===== src/rtl/drive_lvl_pkg.sv =====
package drive_lvl_pkg;
   localparam int BYTE_W = 8;

   // Pack one lane training byte: swing, swing-limit flag, pre-emphasis, pre-emphasis-limit flag
   function automatic logic [BYTE_W-1:0] pack_lane(
      input logic [1:0] sw, input logic sw_hit,
      input logic [1:0] pe, input logic pe_hit);
      logic [BYTE_W-1:0] b;
      b      = '0;
      b[1:0] = sw;
      b[2]   = sw_hit;
      b[4:3] = pe;
      b[5]   = pe_hit;
      return b;
   endfunction
endpackage


===== src/rtl/dlm_lane_reduce.sv =====
module dlm_lane_reduce #(
   parameter int NUM_LANES = 4,
   parameter int LVL_W     = 2,
   parameter int CNT_W     = 3
) (
   input  logic [CNT_W-1:0]           lane_count,
   input  logic [NUM_LANES*LVL_W-1:0] req,
   output logic [LVL_W-1:0]           max_lvl
);
   logic [LVL_W-1:0] run [NUM_LANES+1];
   assign run[0] = '0;

   for (genvar i = 0; i < NUM_LANES; i++) begin : g_lane
      logic act;
      logic [LVL_W-1:0] lvl;
      assign act        = CNT_W'(i) < lane_count;
      assign lvl        = req[i*LVL_W +: LVL_W];
      assign run[i+1]   = (act && (lvl > run[i])) ? lvl : run[i];
   end

   assign max_lvl = run[NUM_LANES];
endmodule


===== src/rtl/dlm_clamp.sv =====
module dlm_clamp #(
   parameter int LVL_W = 2
) (
   input  logic [LVL_W-1:0]              sw_in,
   input  logic [LVL_W-1:0]              pe_in,
   input  logic [LVL_W-1:0]              sw_limit,
   input  logic [(1<<LVL_W)*LVL_W-1:0]   pe_ceil,
   output logic [LVL_W-1:0]              sw_out,
   output logic                          sw_hit,
   output logic [LVL_W-1:0]              pe_out,
   output logic                          pe_hit
);
   logic [LVL_W-1:0] ceil_sel;

   always_comb begin
      sw_hit   = sw_in >= sw_limit;
      sw_out   = sw_hit ? sw_limit : sw_in;
      ceil_sel = pe_ceil[sw_out*LVL_W +: LVL_W];
      pe_hit   = pe_in >= ceil_sel;
      pe_out   = pe_hit ? ceil_sel : pe_in;
   end
endmodule


===== src/rtl/dlm_flag_scan.sv =====
module dlm_flag_scan #(
   parameter int NUM_LANES = 4,
   parameter int CNT_W     = 3,
   parameter int FLAG_BIT  = 2
) (
   input  logic [CNT_W-1:0]       lane_count,
   input  logic [NUM_LANES*8-1:0] lanes,
   output logic                   all_set
);
   logic [NUM_LANES-1:0] ok;

   for (genvar i = 0; i < NUM_LANES; i++) begin : g_scan
      assign ok[i] = (CNT_W'(i) >= lane_count) || lanes[i*8 + FLAG_BIT];
   end

   assign all_set = &ok;
endmodule


===== src/rtl/drive_level_merge.sv =====
module drive_level_merge #(
   parameter int NUM_LANES = 4,
   parameter int LVL_W     = 2,
   localparam int CNT_W    = $clog2(NUM_LANES + 1),
   localparam int NLVL     = 1 << LVL_W
) (
   input  logic                        clk,
   input  logic                        rst_n,
   input  logic                        start,
   input  logic [CNT_W-1:0]            lane_count,
   input  logic [NUM_LANES*LVL_W-1:0]  swing_req,
   input  logic [NUM_LANES*LVL_W-1:0]  preemph_req,
   input  logic [LVL_W-1:0]            swing_limit,
   input  logic [NLVL*LVL_W-1:0]       preemph_ceil,
   output logic [NUM_LANES*8-1:0]      train_set,
   output logic                        all_swing_max,
   output logic                        done
);
   import drive_lvl_pkg::*;

   if (LVL_W != 2) begin : g_bad_lvl
      $error("drive_level_merge: lane byte layout needs LVL_W == 2");
   end
   if (NUM_LANES < 1) begin : g_bad_lanes
      $error("drive_level_merge: NUM_LANES must be at least 1");
   end

   logic [LVL_W-1:0] sw_max_req, pe_max_req, sw_fin, pe_fin;
   logic             sw_hit, pe_hit;
   logic [7:0]       lane_byte;
   logic [NUM_LANES*8-1:0] train_q;
   logic [CNT_W-1:0] cnt_q;
   logic             done_q;

   dlm_lane_reduce #(.NUM_LANES(NUM_LANES), .LVL_W(LVL_W), .CNT_W(CNT_W)) u_sw_max (
      .lane_count (lane_count),
      .req        (swing_req),
      .max_lvl    (sw_max_req)
   );

   dlm_lane_reduce #(.NUM_LANES(NUM_LANES), .LVL_W(LVL_W), .CNT_W(CNT_W)) u_pe_max (
      .lane_count (lane_count),
      .req        (preemph_req),
      .max_lvl    (pe_max_req)
   );

   dlm_clamp #(.LVL_W(LVL_W)) u_clamp (
      .sw_in    (sw_max_req),
      .pe_in    (pe_max_req),
      .sw_limit (swing_limit),
      .pe_ceil  (preemph_ceil),
      .sw_out   (sw_fin),
      .sw_hit   (sw_hit),
      .pe_out   (pe_fin),
      .pe_hit   (pe_hit)
   );

   assign lane_byte = pack_lane(sw_fin, sw_hit, pe_fin, pe_hit);

   always_ff @(posedge clk or negedge rst_n) begin
      if (!rst_n) begin
         train_q <= '0;
         cnt_q   <= CNT_W'(1);
         done_q  <= 1'b0;
      end else begin
         done_q <= start;
         if (start) begin
            train_q <= {NUM_LANES{lane_byte}};
            cnt_q   <= lane_count;
         end
      end
   end

   dlm_flag_scan #(.NUM_LANES(NUM_LANES), .CNT_W(CNT_W), .FLAG_BIT(LVL_W)) u_scan (
      .lane_count (cnt_q),
      .lanes      (train_q),
      .all_set    (all_swing_max)
   );

   assign train_set = train_q;
   assign done      = done_q;
endmodule


===== config.mk =====
export PLATFORM = sky130hd
export DESIGN_NAME = drive_level_merge
export DESIGN_NICKNAME = d
export VERILOG_FILES = /design/src/rtl/drive_lvl_pkg.sv /design/src/rtl/dlm_lane_reduce.sv /design/src/rtl/dlm_clamp.sv /design/src/rtl/dlm_flag_scan.sv /design/src/rtl/drive_level_merge.sv
export SDC_FILE = /design/constraint.sdc
export NUM_CORES = 1
export LEC_CHECK = 0
export CAP_MARGIN = 20
export CORE_MARGIN = 5
export CORE_UTILIZATION = 42
export DETAILED_ROUTE_END_ITERATION = 8
export PLACE_DENSITY = 0.93
export SLEW_MARGIN = 10
export SYNTH_ARGS = -nofsm -noshare
export SYNTH_HDL_FRONTEND = slang
export SYNTH_HIERARCHICAL = 1
export SYNTH_SLANG_ARGS = --single-unit

===== constraint.sdc =====
create_clock -name clk -period 1.84 [get_ports clk]
set_clock_uncertainty 0.1 [all_clocks]
set_input_delay 0.552 -clock clk [delete_from_list [all_inputs] [get_ports clk]]
set_output_delay 0.552 -clock clk [all_outputs]
set_load 0.03 [all_outputs]

==> results.json <==
{
  "status": "finished, violations left",
  "failed_checks": "negative setup slack",
  "design_area_um2": 2440,
  "placed_area_um2": 2170,
  "cts_made_buffers": 3,
  "end_kind": "flop",
  "h-tree-depth": 1,
  "grtUsageMet1_pct": 17.4,
  "cpLargestDelayFamily": "multiplexers",
  "final-setup-viol-count": 7,
  "grt_overflow": 0,
  "setup_slack_ns": -4.08,
  "final_cell_mix": "buf_4 (47), clkdlybuf4s50_1 (25), dlygate4sd2_1 (24)",
  "drc": 0,
  "ys_warn_count": 6,
  "clk_pin_slew_worst_paths_ns": 0.07,
  "synth_area_leader_cell": "dfrtp_1",
  "grtUsageTotal_pct": 17.1,
  "yosysSeqAreaShare_pct": 18.0,
  "hpwl_um": 2960,
  "first_pass_iters": 4,
  "root_buffer": "clkbuf_4",
  "fin_tns_setup_ns": -19.69,
  "diodes": 0,
  "core_area_um2": 3280,
  "cp.required_ns": 1.90,
  "vias_per_cell": 4.76,
  "io-pin-count": 66,
  "async_reset_ff_share_pct": 100,
  "grt_pass1_wl_um": 5970,
  "die_height_um": 67.7,
  "wl_per_cell_um": 13.7,
  "yosys-top-cells-area": "dfrtp_1 (16%), ha_1 (14%), buf_4 (14%)",
  "r2r_slack_ns": 0.64,
  "avgSynthCellArea_um2": 9.32,
  "path_max_fanout": 3,
  "start_util_pct": 42.6,
  "ant_nets": 0,
  "path_buf_inv": 3,
  "hold_viol_final": 0,
  "criticalPathCategory": "primary input to flop",
  "fmax_ghz": 0.169,
  "arrival_ns": 5.98,
  "insertion_delay_ns": 0.27,
  "wirelength_um": 3930,
  "synth_area_um2": 1400,
  "synth_top_area_share_pct": 16.1,
  "use_met3_pct": 3.16,
  "ir_worst_vdd_mv": 0.350,
  "drive_gt1_share_pct": 46.1,
  "busiest_layer": "met2",
  "num-fill-cells": 235,
  "fin_crit_ns": 5.92,
  "synth_seq_cells": 10,
  "synth_cell_types": 33,
  "rsz0062_at_grt": "yes",
  "synth_cells": 150,
  "max_cap_viol_count": 0,
  "dieArea_um2": 4580,
  "utilization_pct": 74.3,
  "p_leak_nw": 1.19,
  "clockBufferDepth": 2,
  "powerDensity_nw_per_um2": 968,
  "dr_total_vias": 1367,
  "final_common_cell": "buf_4",
  "antenna_found_initial": 0,
  "cpMaxStageDelayCell": "mux4_2",
  "die_width_um": 67.7,
  "drt-initial-drc-count": 42,
  "gp_congestion": 0.813,
  "startpoint_type": "primary input",
  "final_nets": 290,
  "worstHoldPathType": "flop to flop",
  "ys.flop_type": "dfrtp_1",
  "post-route-period-util_pct": 322,
  "cts_tree": "done",
  "grt_max_degree": 11,
  "slowest_delay_ns": 0.34,
  "ctsHoldBuffers": 0,
  "synthToLayoutAreaGrowth_pct": 74.6,
  "clock_sinks": 10,
  "critical_path.most_common_cell": "ha_4",
  "grt_pass1_vias": 1382,
  "slew_violations": 0,
  "portBuffers": 57,
  "grt_util_met2_pct": 34.0,
  "rows": 21,
  "synth_edf_count": 0
}
[synthesized netlist by cell type (all sizes together), types with 3 or more instances]
master and instances:
buf 27, inv 19, ha 16, mux2 12
a21oi 10, dfrtp 9, nor2 8, nand2 6
nor3 6, o211ai 6, nand2b 3, nor2b 3
o21ai 3
[where the power goes]
part	total [mW]	switching, mW	leakage (nW)	internal (mW)
logic	1.83	0.952	1.05	0.875
clock network	0.200	0.0800	0.0210	0.120
registers	0.335	0.0556	0.116	0.280
[cells by family after synthesis]
group | count (synthesis) | share of synthesized area (%)
AOI/OAI and AO/OA | 29 | 17.1
adders and majority gates | 16 | 14.3
buffers and inverters | 46 | 19.9
DFF | 10 | 18.0
muxes | 15 | 17.1
other | 1 | 0.268
and+or+nand+nor | 33 | 13.3
[state kept, by name, summed over array words and instances, names as in the netlist]
register,cells
cnt_q,3
done,1
train_set,6
[stage by stage]
step / hold slack (ns) / power (mW) / cells / worst slack [ns]
4_1_cts: 0.419 / 2.21 / 280 / -4.05
2_1_floorplan: 0.156 / 1.49 / 157 / -3.87
6_report: 0.419 / 2.36 / 287 / -4.08
3_3_place_gp: 0.401 / 1.93 / 264 / -4.63
5_1_grt: 0.451 / 2.52 / 287 / -4.27
3_5_place_dp: 0.404 / 1.99 / 264 / -4.82
[layout make-up]
class / instances / area, um^2 / share of cell area (%)
Sequential cell: 10 / 253 / 10.4
Inverter: 19 / 71.3 / 2.92
Clock buffer: 4 / 36.3 / 1.49
Tap cell: 46 / 57.6 / 2.36
Multi-Input combinational cell: 101 / 1090 / 44.9
Timing Repair Buffer: 107 / 927 / 38.0
[metal layers]
layer | vias up | routed length, um
li1 | 676 | -
met1 | 645 | 1440
met2 | 40 | 2220
met3 | 6 | 213
met4 | 0 | 55
met5 | - | 0
[what timing repair did]
item	4_1_cts	5_1_grt
pin swaps	20	18
resized for setup	69	21
endpoints found under the setup margin	32	11
setup buffers	12	8
[path summary, 6_finish.rpt]
kind                                            from                         to  cells after the start
max                                    lane_count[2]  train_set[27]$_DFFE_PN0P_                     29
min                             cnt_q[1]$_DFFE_PN0P_       cnt_q[1]$_DFFE_PN0P_                      1
max reg2reg                train_set[26]$_DFFE_PN0P_  train_set[26]$_DFFE_PN0P_                      3
min reg2reg                     cnt_q[1]$_DFFE_PN0P_       cnt_q[1]$_DFFE_PN0P_                      1
max in group asynchronous                      rst_n       cnt_q[0]$_DFFE_PN1P_                      1
min in group asynchronous                      rst_n  train_set[21]$_DFFE_PN0P_                      1
Note: power is estimated with default switching activity, not from simulation.
